==> src/rtl/hmc_pkg.sv <==
package hmc_pkg;
  // Width of a distance word and the code meaning "nothing hit".
  localparam int unsigned DIST_W = 32;
  localparam logic [DIST_W-1:0] DIST_NONE = {1'b0, {(DIST_W-1){1'b1}}};
endpackage

==> src/rtl/hmc_cell.sv <==
// Combinational compare-and-select for one column.
module hmc_cell
  import hmc_pkg::*;
#(
  parameter int unsigned IDW     = 2,
  parameter int unsigned KW      = 32,
  parameter int unsigned COL_IDX = 0
) (
  input  logic [DIST_W-1:0] run_d,
  input  logic [IDW-1:0]    run_id,
  input  logic [KW-1:0]     run_k,
  input  logic              run_hit,
  input  logic [DIST_W-1:0] col_d,
  input  logic [KW-1:0]     col_k,
  output logic [DIST_W-1:0] sel_d,
  output logic [IDW-1:0]    sel_id,
  output logic [KW-1:0]     sel_k,
  output logic              sel_hit
);
  localparam logic [IDW-1:0] OWN_ID = IDW'(COL_IDX);

  logic col_wins;

  // strict less-than: equal values keep the running candidate
  assign col_wins = $signed(col_d) < $signed(run_d);

  always_comb begin
    if (col_wins) begin
      sel_d  = col_d;
      sel_id = OWN_ID;
      sel_k  = col_k;
    end else begin
      sel_d  = run_d;
      sel_id = run_id;
      sel_k  = run_k;
    end
    sel_hit = run_hit | (sel_d != DIST_NONE);
  end
endmodule

==> src/rtl/hmc_skew.sv <==
// Delay line that lines up one column's data with its stage.
module hmc_skew #(
  parameter int unsigned W     = 32,
  parameter int unsigned DEPTH = 1
) (
  input  logic         clk,
  input  logic         rst_n,
  input  logic         adv,
  input  logic [W-1:0] d,
  output logic [W-1:0] q
);
  logic [W-1:0] taps [DEPTH];

  always_ff @(posedge clk or negedge rst_n) begin
    if (!rst_n) begin
      for (int i = 0; i < DEPTH; i++) taps[i] <= '0;
    end else if (adv) begin
      taps[0] <= d;
      for (int i = 1; i < DEPTH; i++) taps[i] <= taps[i-1];
    end
  end

  assign q = taps[DEPTH-1];
endmodule

==> src/rtl/hmc_stage.sv <==
// One registered stage of the chain: cell plus pipeline register.
module hmc_stage
  import hmc_pkg::*;
#(
  parameter int unsigned IDW     = 2,
  parameter int unsigned KW      = 32,
  parameter int unsigned COL_IDX = 0
) (
  input  logic              clk,
  input  logic              rst_n,
  input  logic              adv,
  input  logic              up_v,
  input  logic [DIST_W-1:0] up_d,
  input  logic [IDW-1:0]    up_id,
  input  logic [KW-1:0]     up_k,
  input  logic              up_hit,
  input  logic [DIST_W-1:0] col_d,
  input  logic [KW-1:0]     col_k,
  output logic              dn_v,
  output logic [DIST_W-1:0] dn_d,
  output logic [IDW-1:0]    dn_id,
  output logic [KW-1:0]     dn_k,
  output logic              dn_hit
);
  logic [DIST_W-1:0] nx_d;
  logic [IDW-1:0]    nx_id;
  logic [KW-1:0]     nx_k;
  logic              nx_hit;

  hmc_cell #(.IDW(IDW), .KW(KW), .COL_IDX(COL_IDX)) u_cell (
    .run_d  (up_d),
    .run_id (up_id),
    .run_k  (up_k),
    .run_hit(up_hit),
    .col_d  (col_d),
    .col_k  (col_k),
    .sel_d  (nx_d),
    .sel_id (nx_id),
    .sel_k  (nx_k),
    .sel_hit(nx_hit)
  );

  always_ff @(posedge clk or negedge rst_n) begin
    if (!rst_n) begin
      dn_v   <= 1'b0;
      dn_d   <= DIST_NONE;
      dn_id  <= '0;
      dn_k   <= '0;
      dn_hit <= 1'b0;
    end else if (adv) begin
      dn_v   <= up_v;
      dn_d   <= nx_d;
      dn_id  <= nx_id;
      dn_k   <= nx_k;
      dn_hit <= nx_hit;
    end
  end
endmodule

==> src/rtl/hit_min_chain.sv <==
// Pipelined left-to-right nearest-hit search over C columns.
module hit_min_chain
  import hmc_pkg::*;
#(
  parameter int unsigned C   = 4,
  parameter int unsigned IDW = 2,
  parameter int unsigned KW  = 32
) (
  input  logic                clk,
  input  logic                rst_n,
  input  logic                pipe_en,
  input  logic                in_valid,
  output logic                in_ready,
  input  logic [DIST_W-1:0]   in_dist,
  input  logic [IDW-1:0]      in_id,
  input  logic [KW-1:0]       in_const,
  input  logic                in_hit,
  input  logic [C*DIST_W-1:0] col_dist,
  input  logic [C*KW-1:0]     col_const,
  output logic                out_valid,
  input  logic                out_ready,
  output logic [DIST_W-1:0]   out_dist,
  output logic [IDW-1:0]      out_id,
  output logic [KW-1:0]       out_const,
  output logic                out_hit
);
  localparam int unsigned LAST = C;

  logic                v   [C+1];
  logic [DIST_W-1:0]   d   [C+1];
  logic [IDW-1:0]      id  [C+1];
  logic [KW-1:0]       k   [C+1];
  logic                hit [C+1];
  logic [DIST_W-1:0]   cd  [C];
  logic [KW-1:0]       ck  [C];
  logic                adv;

  // the whole chain shifts together; the last slot gates it
  assign adv      = pipe_en & (~v[LAST] | out_ready);
  assign in_ready = adv;

  assign v[0]   = in_valid;
  assign d[0]   = in_dist;
  assign id[0]  = in_id;
  assign k[0]   = in_const;
  assign hit[0] = in_hit;

  for (genvar c = 0; c < C; c++) begin : g_col
    if (c == 0) begin : g_direct
      assign cd[c] = col_dist[c*DIST_W +: DIST_W];
      assign ck[c] = col_const[c*KW +: KW];
    end else begin : g_delay
      hmc_skew #(.W(DIST_W), .DEPTH(c)) u_skew_d (
        .clk  (clk),
        .rst_n(rst_n),
        .adv  (adv),
        .d    (col_dist[c*DIST_W +: DIST_W]),
        .q    (cd[c])
      );
      hmc_skew #(.W(KW), .DEPTH(c)) u_skew_k (
        .clk  (clk),
        .rst_n(rst_n),
        .adv  (adv),
        .d    (col_const[c*KW +: KW]),
        .q    (ck[c])
      );
    end

    hmc_stage #(.IDW(IDW), .KW(KW), .COL_IDX(c)) u_stage (
      .clk   (clk),
      .rst_n (rst_n),
      .adv   (adv),
      .up_v  (v[c]),
      .up_d  (d[c]),
      .up_id (id[c]),
      .up_k  (k[c]),
      .up_hit(hit[c]),
      .col_d (cd[c]),
      .col_k (ck[c]),
      .dn_v  (v[c+1]),
      .dn_d  (d[c+1]),
      .dn_id (id[c+1]),
      .dn_k  (k[c+1]),
      .dn_hit(hit[c+1])
    );
  end

  assign out_valid = v[LAST];
  assign out_dist  = d[LAST];
  assign out_id    = id[LAST];
  assign out_const = k[LAST];
  assign out_hit   = hit[LAST];
endmodule

==> config.mk <==
export PLATFORM = sky130hd
export DESIGN_NAME = hit_min_chain
export DESIGN_NICKNAME = d
export VERILOG_FILES = /design/src/rtl/hmc_pkg.sv /design/src/rtl/hmc_cell.sv /design/src/rtl/hmc_skew.sv /design/src/rtl/hmc_stage.sv /design/src/rtl/hit_min_chain.sv
export SDC_FILE = /design/constraint.sdc
export NUM_CORES = 2
export LEC_CHECK = 0
export ABC_AREA = 1
export CORE_MARGIN = 2
export CORE_UTILIZATION = 59
export DETAILED_ROUTE_END_ITERATION = 10
export PLACE_DENSITY = 0.88
export RECOVER_POWER = 100
export SLEW_MARGIN = 15
export SYNTH_ARGS = -nofsm -noshare
export SYNTH_HDL_FRONTEND = slang
export SYNTH_SLANG_ARGS = --single-unit
==> constraint.sdc <==
create_clock -name clk -period 5 [get_ports clk]
set_input_delay 0.75 -clock clk [delete_from_list [all_inputs] [get_ports clk]]
set_output_delay 0.75 -clock clk [all_outputs]
set_load 0.02 [all_outputs]
==> results.txt <==
effective utilization at floorplan = 0.597
Sink Count = 656
drt drc = 0
largest net degree at the start of global routing = 245
worst-path fanout max = 33
Root Buffer = clkbuf_16
First-pass DRT Iterations = 8
Die W = 235 um
Worst Tran Pin Value = 2.37 ns
Worst Path Required = 5.46 ns
total grt overflow = 0
Boundary Pins = 397
Final HPWL DP = 59.9 mm
TNS Setup = 0 ns
setup slack, reg-to-reg = 0.82 ns
vias in the first global route = 26.8k
fin. max-slew vios = 560
Pwr Total = 22.8 mW
H-tree Lvls = 3
max-cap violations = 5
CP top delay family = simple AND/OR/NAND/NOR gates
compound-cell area share of the yosys netlist = 0.0975
post-CTS setup buffer count = 0
worst r2r dst = g_col[2].u_stage.dn_k[18]$_DFFE_PN0P_
crit path kind = reg2reg
CP startpoint kind = flop
Mapped Avg Cell Area = 7.96 um2
CP startpoint = g_col[1].u_stage.dn_d[21]$_DFFE_PN1P_
crit path to = g_col[2].u_stage.dn_k[18]$_DFFE_PN0P_
fmax = 239 MHz
pre-CTS WS = 1.00 ns
# rows = 84
Synth Area in XOR/XNOR = 0
Die Span Y = 235 um
Cell Chain, Critical Path = inv_1, ha_1, a21oi_1, nor2_1, nor3_1, a21oi_1, nor2_1, nand3_1, nand2_1, clkbuf_2, nor2_1, o22ai_1
WP data arrival = 4.64 ns
critical path depth in cells = 12
DIE AREA = 0.0550 mm2
Area contributors post-synth = dfrtp_1 42%, nand2_1 18%, dfstp_2 10%
Clock Latency Late Sink = 0.61 ns
first-pass GRT wire length = 140 mm
final setup margin = 0.822 ns
Setup crit end kind = flop
hold_buf cts = 0
drt wl/cell = 17.7 um
run status = finished, violations left
Longest Clk Path Bufs = 3
antenna violations before repair = 9
Layout Nets = 4654
Placer Congestion = 0.937
Simple-Gate Fraction of Synth Area = 0.247
Worst R2R Path Depth = 12
# port buffers = 396
VDD IR max = 0.000486 V
gr usage total = 0.319
cells after synthesis = 3944
synth-to-layout area growth = 19.9%
worst min path class = reg2reg
YS warnings = 0
clk slew on worst S/H paths = 0.06 ns
synthesis-stage register bit count = 656
Final period util = 0.836
synthesized net count = 4396
Initial DRC Count = 2496
multiplexer area fraction after synthesis = 0
total power per unit cell area = 606 mW/mm2
TritonCTS clock tree = yes
area leader, netlist = dfrtp_1
failing checks = max-capacitance violations, max-slew violations
Final Critical Period = 4.18 ns
number of antenna-violating nets in the routed design = 0
CP Buf/Inv Count = 2
CP max stage cell = clkbuf_2
final setup vio count = 0
Leak = 18.9 nW
Resized Gates After CTS = 0
area of the mapped netlist = 0.0314 mm2
TritonCTS Buffers = 69
r2r startpoint = g_col[1].u_stage.dn_d[21]$_DFFE_PN1P_
Setup Skew = 0.0241 ns
Synth top area share = 0.424
Synth Area in Adders = 0.0494
Vias/cell = 5.45
RSZ-0062 raised after global routing = false
slew margin rel. = -0.582
drt total wl = 87.4 mm
layout cell share with drive strength beyond 1 = 0.0620
crit-path max cell delay = 0.76 ns
main combinational cell family by area after synthesis = simple AND/OR/NAND/NOR gates
post-synth cell types = 29
Core Box Area = 0.0526 mm2
final hold violation count = 0
post-synthesis sequential area ratio = 0.528
cell with the most instances on the worst path = nor2_1
vias = 27.0k
synth_stat cells, drive strengths merged:
| cell type | n |
|---|---|
| a31oi | 6 |
| o21ai | 495 |
| o211ai | 2 |
| inv | 357 |
| nor2 | 261 |
| nand3 | 140 |
| buf | 88 |
| nand4 | 10 |
| clkbuf | 144 |
| nand2 | 1551 |
| nand3b | 10 |
| dfrtp | 532 |
| ha | 124 |
| o22ai | 36 |
| dfstp | 124 |
| nor3 | 6 |
| a21oi | 56 |
| o21a | 2 |
worst min-delay path by stage:
| stage | startpoint | to | depth (start not counted) |
|---|---|---|---|
| finish | g_col[3].g_delay.u_skew_k.taps[67]$_DFFE_PN0P_ | g_col[3].g_delay.u_skew_k.taps[35]$_DFFE_PN0P_ | 2 |
| global route | g_col[3].g_delay.u_skew_k.taps[50]$_DFFE_PN0P_ | g_col[3].g_delay.u_skew_k.q[18]$_DFFE_PN0P_ | 2 |
| CTS | rst_n | g_col[0].u_stage.dn_k[9]$_DFFE_PN0P_ | 1 |
| detailed placement | g_col[3].g_delay.u_skew_k.taps[87]$_DFFE_PN0P_ | g_col[3].g_delay.u_skew_k.taps[55]$_DFFE_PN0P_ | 2 |
| global placement | g_col[3].g_delay.u_skew_k.taps[95]$_DFFE_PN0P_ | g_col[3].g_delay.u_skew_k.taps[63]$_DFFE_PN0P_ | 2 |
| floorplan | g_col[2].g_delay.u_skew_d.taps[63]$_DFFE_PN0P_ | g_col[2].g_delay.u_skew_d.q[31]$_DFFE_PN0P_ | 2 |
area by class of cell:
| type | count | area [um2] |
|---|---|---|
| diodes | 8 | 20.0 |
| clock buffers | 100 | 2000 |
| clock inverters | 24 | 285 |
| fillers | 4007 | 14900 |
| inverters | 357 | 1350 |
| multi-input cells | 2699 | 12300 |
| flip-flops and latches | 656 | 16600 |
| well taps | 688 | 861 |
| repair buffers | 419 | 4180 |
kinds of logic after synthesis:
| group | after synthesis |
|---|---|
| simple gates | 1978 |
| flops | 656 |
| compound gates | 597 |
| buf+inv | 589 |
| fa+ha+maj | 124 |
worst register-to-register path, stage by stage (launching register included):
cell and delay [ns]:
dfstp_2 0.52, inv_1 0.08, ha_1 0.32, a21oi_1 0.13, nor2_1 0.05, nor3_1 0.16
a21oi_1 0.11, nor2_1 0.27, nand3_1 0.50, nand2_1 0.75, clkbuf_2 0.76, nor2_1 0.16
o22ai_1 0.23
flip-flops by register name, indices dropped and copies added, names as in the netlist:
signal	count
g_col.g_delay.u_skew_d.q	96
g_col.g_delay.u_skew_k.taps	96
g_col.u_stage.dn_id	8
g_col.g_delay.u_skew_d.taps	96
g_col.u_stage.dn_d	128
g_col.g_delay.u_skew_k.q	96
g_col.u_stage.dn_v	4
g_col.u_stage.dn_k	128
g_col.u_stage.dn_hit	4
routing by layer:
layer,GRT usage,wire [um]
met2,0.537,43100
met5,0,0
met4,0.156,4720
met1,0.402,34000
met3,0.0523,5610
per-stage QoR:
step,std cells,hold WS [ns],utilization,cell area (um2)
2_1_floorplan,3944,0.442,-,31400
3_3_place_gp,4819,0.450,0.674,35400
3_5_place_dp,4819,0.455,0.674,35400
4_1_cts,4943,0.168,0.718,37700
5_1_grt,4951,0.487,0.716,37600
6_report,4951,0.466,0.716,37600
layout by cell type (no fill, tap or decap), types with 3 or more instances in the layout:
master	Yosys	final
nand4_1	10	10
nand2_1	1537	1541
nor3_1	5	6
dlygate4sd3_1	0	71
clkbuf_2	1	8
a31oi_1	6	6
nand2_4	6	6
clkbuf_1	143	22
o22ai_1	36	36
o21ai_0	464	494
nand3b_1	10	10
clkdlybuf4s50_1	0	324
a21oi_1	54	55
ha_1	124	124
clkinv_2	0	12
nand2_2	8	4
clkbuf_16	0	73
clkbuf_8	0	7
inv_1	357	356
bufinv_16	0	5
dfrtp_1	532	532
buf_4	34	6
dfstp_2	124	123
buf_12	0	6
nand3_2	4	3
nand3_1	136	137
nor2_1	260	261
diode_2	0	8
power breakdown:
part | switching (mW) | internal (mW) | total (mW)
clock network | 2.14 | 3.05 | 5.19
registers | 1.05 | 7.35 | 8.40
logic | 6.27 | 2.92 | 9.19
Note: power is estimated with default switching activity, not from simulation.
